[src/rtl/refgen_pkg.sv]
package refgen_pkg;
    // Address geometry shared by all refresh-generator modules.
    localparam int BASE_W = 7;
    localparam int ROW_W  = 12;
    localparam int ADDR_W = BASE_W + ROW_W + 1;
    // Feedback mask for the 12-bit row sequence (bits 11,10,7,5).
    localparam logic [ROW_W-1:0] ROW_TAPS = 12'hCA0;
    localparam logic [ROW_W-1:0] ROW_SEED = '1;
endpackage

[src/rtl/refgen_timer.sv]
module refgen_timer #(
    parameter int TMR_W = 16
) (
    input  logic             clk,
    input  logic             rst_n,
    input  logic             en,
    input  logic [TMR_W-1:0] period,
    output logic             tick
);
    typedef struct packed {
        logic [TMR_W-1:0] cnt;
    } tmr_state_t;

    tmr_state_t st_d, st_q;

    always_comb begin
        st_d = st_q;
        tick = en && (st_q.cnt == '0);
        if (!en || tick) begin
            st_d.cnt = period;
        end else begin
            st_d.cnt = st_q.cnt - 1'b1;
        end
    end

    always_ff @(posedge clk or negedge rst_n) begin
        if (!rst_n) st_q <= '0;
        else        st_q <= st_d;
    end


    tick_needs_en_chk: assert property (@(posedge clk) disable iff (!rst_n)
        tick |-> en);
endmodule

[src/rtl/refgen_rowseq.sv]
module refgen_rowseq
    import refgen_pkg::*;
#(
    parameter int               W    = ROW_W,
    parameter logic [W-1:0]     TAPS = ROW_TAPS,
    parameter logic [W-1:0]     SEED = ROW_SEED
) (
    input  logic         clk,
    input  logic         rst_n,
    input  logic         step,
    output logic [W-1:0] row
);
    typedef struct packed {
        logic [W-1:0] row;
    } row_state_t;

    row_state_t st_d, st_q;
    logic       fb;
    logic       low_zero;

    always_comb begin
        st_d     = st_q;
        low_zero = (st_q.row[W-2:0] == '0);
        // Linear feedback, flipped when all bits below the top are zero,
        // which splices the all-zero code into the maximal sequence.
        fb       = (^(st_q.row & TAPS)) ^ low_zero;
        if (step) begin
            st_d.row = {st_q.row[W-2:0], fb};
        end
    end

    always_ff @(posedge clk or negedge rst_n) begin
        if (!rst_n) st_q.row <= SEED;
        else        st_q     <= st_d;
    end

    assign row = st_q.row;


    row_hold_chk: assert property (@(posedge clk) disable iff (!rst_n)
        !step |=> $stable(row));

    row_move_chk: assert property (@(posedge clk) disable iff (!rst_n)
        step |=> (row != $past(row)));
endmodule

[src/rtl/refresh_addr_gen.sv]
module refresh_addr_gen
    import refgen_pkg::*;
#(
    parameter int TMR_W = 16,
    parameter int OVR_W = 8
) (
    input  logic              clk,
    input  logic              rst_n,
    input  logic              base_we,
    input  logic [BASE_W-1:0] base_val,
    input  logic [TMR_W-1:0]  period,
    input  logic              tmr_en,
    input  logic              cyc_done,
    output logic              req,
    output logic [ADDR_W-1:0] addr,
    output logic [OVR_W-1:0]  ovr_count
);
    localparam logic [OVR_W-1:0] OVR_MAX = '1;

    typedef struct packed {
        logic [BASE_W-1:0] base;
        logic              req;
        logic [OVR_W-1:0]  ovr;
    } top_state_t;

    top_state_t       st_d, st_q;
    logic             tick;
    logic [ROW_W-1:0] row;

    refgen_timer #(.TMR_W(TMR_W)) u_timer (
        .clk    (clk),
        .rst_n  (rst_n),
        .en     (tmr_en),
        .period (period),
        .tick   (tick)
    );

    refgen_rowseq u_rows (
        .clk   (clk),
        .rst_n (rst_n),
        .step  (cyc_done),
        .row   (row)
    );

    always_comb begin
        st_d = st_q;
        if (base_we) st_d.base = base_val;
        // A firing while still pending and not serviced is dropped.
        if (tick && st_q.req && !cyc_done && (st_q.ovr != OVR_MAX)) begin
            st_d.ovr = st_q.ovr + 1'b1;
        end
        if (tick)          st_d.req = 1'b1;
        else if (cyc_done) st_d.req = 1'b0;
    end

    always_ff @(posedge clk or negedge rst_n) begin
        if (!rst_n) st_q <= '0;
        else        st_q <= st_d;
    end

    assign req       = st_q.req;
    assign ovr_count = st_q.ovr;
    assign addr      = {st_q.base, row, 1'b1};


    base_load_chk: assert property (@(posedge clk) disable iff (!rst_n)
        base_we |=> (addr[ADDR_W-1:ADDR_W-BASE_W] == $past(base_val)));

    req_set_chk: assert property (@(posedge clk) disable iff (!rst_n)
        tick |=> req);

    ovr_step_chk: assert property (@(posedge clk) disable iff (!rst_n)
        (tick && req && !cyc_done && ovr_count != OVR_MAX)
        |=> (ovr_count == $past(ovr_count) + 1'b1));

    ovr_sat_chk: assert property (@(posedge clk) disable iff (!rst_n)
        (ovr_count == OVR_MAX) |=> (ovr_count == OVR_MAX));
endmodule

[config.mk]
export PLATFORM = sky130hd
export DESIGN_NAME = refresh_addr_gen
export DESIGN_NICKNAME = d
export VERILOG_FILES = /design/src/rtl/refgen_pkg.sv /design/src/rtl/refgen_timer.sv /design/src/rtl/refgen_rowseq.sv /design/src/rtl/refresh_addr_gen.sv
export SDC_FILE = /design/constraint.sdc
export NUM_CORES = 1
export LEC_CHECK = 0
export BUFFER_PORTS_ARGS = -buffer_cell sky130_fd_sc_hd__buf_2
export CAP_MARGIN = 20
export CORE_ASPECT_RATIO = 0.9
export CORE_MARGIN = 1.5
export CORE_UTILIZATION = 55
export CTS_CLUSTER_DIAMETER = 150
export DETAILED_ROUTE_END_ITERATION = 8
export PLACE_DENSITY = 0.83
export SETUP_SLACK_MARGIN = 0.15
export SLEW_MARGIN = 40
export SYNTH_ARGS = -nofsm -noshare
export SYNTH_HDL_FRONTEND = slang
export SYNTH_SLANG_ARGS = --single-unit
[constraint.sdc]
create_clock -name clk -period 7.17 [get_ports clk]
set_input_delay 0.3585 -clock clk [delete_from_list [all_inputs] [get_ports clk]]
set_output_delay 0.3585 -clock clk [all_outputs]
set_load 0.02 [all_outputs]
# After elaboration in Yosys (flattened, before gate mapping)
# Index checks and enable logic that the tools add are counted.
# W data, S select, Z words.
[word_totals]
regBits = 44
in_bits = 28
out_inout_bits = 29
elab_cells = 23
[op_classes]
n_addsub = 2
n_eq_ne = 1
mux = 3
bitwise_logic = 1
reduce_logical = 11
[ops]
columns = ["operator", "count"]
rows = [
  ["$logic_not A16 Y1", 1],
  ["$mux W16", 1],
  ["$sub A16 B1 Y16 const B", 1],
  ["$reduce_xor A12 Y1", 1],
  ["$logic_not A11 Y1", 1],
  ["$add A8 B1 Y8 const B", 1],
  ["$ne A8 B8 Y1 const B", 1],
  ["$logic_and A1 B1 Y1", 4],
  ["$logic_not A1 Y1", 2],
  ["$mux W1", 2],
  ["$reduce_bool A2 Y1", 1],
  ["$logic_or A1 B1 Y1", 1],
  ["$xor A1 B1 Y1", 1],
]

# Longest topological paths before layout
[logic_depth]
depth_word = 5
mapped_depth = 7
mapped_depth_nobuf = 6

# Cells and area by module
# A second synthesis with hierarchy kept.
[hier_totals]
cells_unflattened = 179
area_unflattened_um2 = 2109.5
[modules_own_cells]
columns = ["mod", "instances", "cells_per_inst", "area_per_inst_um2", "seq_area_each_um2"]
rows = [
  ["refgen_timer", 1, 89, 865.8, 400.4],
  ["refresh_addr_gen", 1, 57, 726.9, 400.4],
  ["refgen_rowseq", 1, 33, 516.7, 315.3],
]

# Worst setup path after synthesis
# No wires, ideal clock.
[synth_timing]
path_type = "reg-to-reg"
startpoint = "register u_timer.st_q[0] (netlist name)"
endpoint = "register st_q, in the netlist ovr_count[1]"
arrival_ns = 2.138
required_ns = 7.045
setup_slack_ns = 4.907
path_stages_with_launch = 8
n_path_buf = 1
synth_period_minus_slack_ns = 2.263
path_cell_list = "dfrtp_1 -> inv_1 -> ha_1 -> or4b_1 -> or4_1 -> buf_2 -> nor2_1 -> mux2_2"
[synth_between]
elab_chain_cells = 5
[synth_rtl]
columns = ["element", "line_no", "rtl"]
rows = [
  ["start, declared", "refgen_timer.sv:14", "tmr_state_t st_d, st_q;"],
  ["start signal, assigned", "refgen_timer.sv:28", "else st_q <= st_d;"],
  ["$logic_not A16 Y1", "refgen_timer.sv:18", "tick = en && (st_q.cnt == '0);"],
  ["$logic_and A1 B1 Y1", "refgen_timer.sv:18", ""],
  ["$logic_and A1 B1 Y1 (3 in a row)", "refresh_addr_gen.sv:49", "if (tick && st_q.req && !cyc_done && (st_q.ovr != OVR_MAX)) begin"],
  ["end signal, assigned", "refresh_addr_gen.sv:58", "else st_q <= st_d;"],
  ["end, declared", "refresh_addr_gen.sv:26", "top_state_t st_d, st_q;"],
]
# Every way passes these cells.
# A chain may end at the register's enable or synchronous reset.

# Worst setup path in the final report
# Ends and elaborated chain as after synthesis.

==> key figures <==
Outcome
  – Status: finished, final reports clean

Yosys
  – Synth Cell Area: roughly 2100 um^2
  – Flops & latches, synth: 44
  – Avg Cell Area, Syn: 11.4 um^2
  – Post-synth top area cell: dfrtp_1
  – Top post-synthesis cells by area: dfrtp_1, dfstp_2, mux2_2, xor2_1, o21ai_0
  – Seq/Total Area, Yosys: 0.534
  – Syn. warnings: 0
  – Syn Nets: between 200 and 250
  – Top-area cell type share of the netlist area: 0.383
  – Cells after Synth: roughly 180
  – Distinct cell type count after synthesis: 34

Placement
  – GP Congestion: between 0.8 and 0.9
  – Dpl ws: 4730 ps
  – Placed cell areas: 2410 um^2
  – Placed cells: around 280
  – Buffers added on ports: 55
  – Detail Placement HPWL: 2.79 mm

STA
  – Setup TNS Final: 0 ps
  – Skew final: 8.17 ps
  – Fin. max-slew vios: 0
  – Setup slack after layout: roughly 4700 ps
  – RSZ-0062 raised after global routing: no
  – Final setup vio count: 0
  – Hold Vio Cnt, Final: 0
  – Worst-Margin Slew: around 670 ps
  – Tmin final: 2480 ps
  – Slew margin rel.: 0.552
  – Final period util: 0.346
  – F_max: 0.404 GHz
  – Min Hold Slack: 28.8 ps

Die
  – # IOs: 57
  – Full die area: 4180 um^2
  – Initial core utilization: 0.568
  – Row Count: 21
  – Die height: 61.5 um
  – Placeable Area: roughly 3700 um^2
  – Horiz. Die Dim: 68.0 um

Clock network
  – H-Tree Depth: 2
  – Cts hold-fix bufs: 0
  – Clock buffer depth: 2
  – Setup Fix Bufs, Post-CTS: 0
  – Clk slew on worst S/H paths: 80 ps
  – TritonCTS Buffers: 5
  – PostCTS Resize Cnt: 0
  – Worst skew pair latency: slightly above 300 ps
  – CTS tree: yes
  – Root Driver: clkbuf_8
  – Sink Count: 44

Global route
  – GRT overflow: 0
  – Vias in the first global route: around 1500
  – Total GRT Usage: 0.213
  – Maximum number of pins on one net before global-route repair: 45
  – First-pass GRT wire length: approximately 6.4 mm
  – Initial antenna violation count: 0

Drt
  – Via count: 1536
  – Initial DRC count: 65
  – # DRC: 0
  – First-pass DRT Iterations: 4
  – Avg WL per Cell: 13.6 um
  – Routed wire length: 3.90 mm
  – DRT met1 WL: 1.71 mm
  – Met2 WL: approximately 1.9 mm
  – Via-per-instance ratio: 5.35
  – Met3 wire length: between 150 and 200 um
  – DR top layer: met4
  – Routed Antenna Nets: 0

Critical path
  – Crit-path max FO: 8
  – CP startpoint kind: register
  – Critical path type: reg -> reg
  – Worst Path Arrival: 2670 ps
  – Worst setup EP type: register
  – Critical Path RT: 7370 ps

Finish
  – Final instance count without filler cells: between 200 and 300
  – Filler Cells Inserted: 303
  – Synth-to-layout area growth: 21.0%
  – Area of the multi-input gates: 962 um^2
  – Post-route cell area: 2530 um^2
  – Most common cell after layout, fill and taps aside: buf_2
  – Util after Layout: 0.688
  – N_diodes: 0
  – Commonest non-fill, non-tap cells in the layout: buf_2, dfrtp_1, mux2_2
  – Nets: between 200 and 300
  – Layout cells sized above 1: 0.432
  – Storage element area: ~1100 um^2

Worst hold path
  – Hold Path Class: in -> async

Pwr
  – Peak VDD IR: 0.155 mV
  – Total chip power: 755 uW
  – Static leakage: about 1.2 nW
  – PwrDens: about 300 nW/um^2

Flow run
  – Max-cap violations: 0
[power breakdown]
part           total, mW  switching, mW  internal (mW)
combinational      0.220          0.117          0.103
clock              0.161         0.0832         0.0782
sequential         0.374         0.0510          0.323
[area by class of cell]
| type | instances | area share |
|---|---|---|
| Tap cell | 46 | 0.0227 |
| Clock inverter | 1 | 0.00297 |
| Multi-Input combinational cell | 129 | 0.380 |
| Sequential cell | 44 | 0.441 |
| Inverter | 4 | 0.00593 |
| Clock buffer | 7 | 0.0341 |
| Timing Repair Buffer | 56 | 0.113 |
[cells in the mapped netlist (all sizes together)]
master and instances:
and2 1, buf 4, clkbuf 3, conb 1, dfrtp 32, dfstp 12, ha 3, inv 4
mux2 20, nand2 19, nand2b 1, nand3 5, nand3b 1, nand4 4, nand4b 2, nor2 6
nor2b 2, nor3 8, nor3b 1, nor4 4, o2111ai 1, o21ai 17, o31a 1, o41ai 1
or3 1, or4 3, or4b 3, xnor2 7, xor2 17
[worst paths after layout]
| check | from | depth (start not counted) | end | slack (ps) |
|---|---|---|---|---|
| setup / recovery | u_timer.st_q[0] | 6 | ovr_count[1] | 4690 |
| hold / removal | rst_n | 1 | addr[14] | 30 |
| setup reg to reg | u_timer.st_q[0] | 6 | ovr_count[1] | 4690 |
| hold reg to reg | ovr_count[7] | 1 | ovr_count[7] | 500 |
| max in group asynchronous | rst_n | 1 | u_rows.row[10] | 6750 |
| min in group clk | period[7] | 3 | u_timer.st_q[7] | 250 |
[logic make-up (layout without fill, tap and decap cells)]
logic type                 count (synthesis)  after routing  share of synthesized area
and+or+nand+nor                           61             61                      0.162
DFF                                       44             44                      0.534
xor gates and xnor gates                  24             24                      0.101
AOI/OAI and AO/OA                         20             20                     0.0533
muxes                                     20             20                      0.108
buffers and inverters                     11             68                     0.0227
adders and majority gates                  3              3                     0.0180
other                                      1              1                    0.00179
[state kept, by name, summed over array words and instances, names as in the netlist]
signal / count
u_timer.st_q: 16
u_rows.row: 12
ovr_count: 8
addr: 7
req: 1
[critical path, cell delays in order, from the launching register on]
cell and delay [ps]:
dfrtp_1 410, inv_1 90, ha_1 130, or4b_1 490
or4_1 650, nor2_1 230, mux2_2 360
[routing by layer]
metal	vias to the layer above	global-route usage
li1	756	-
met2	41	0.351
met5	-	0
met3	10	0.0567
met1	729	0.254
met4	0	0.120
No activity file was read; power rests on OpenSTA's default activity.
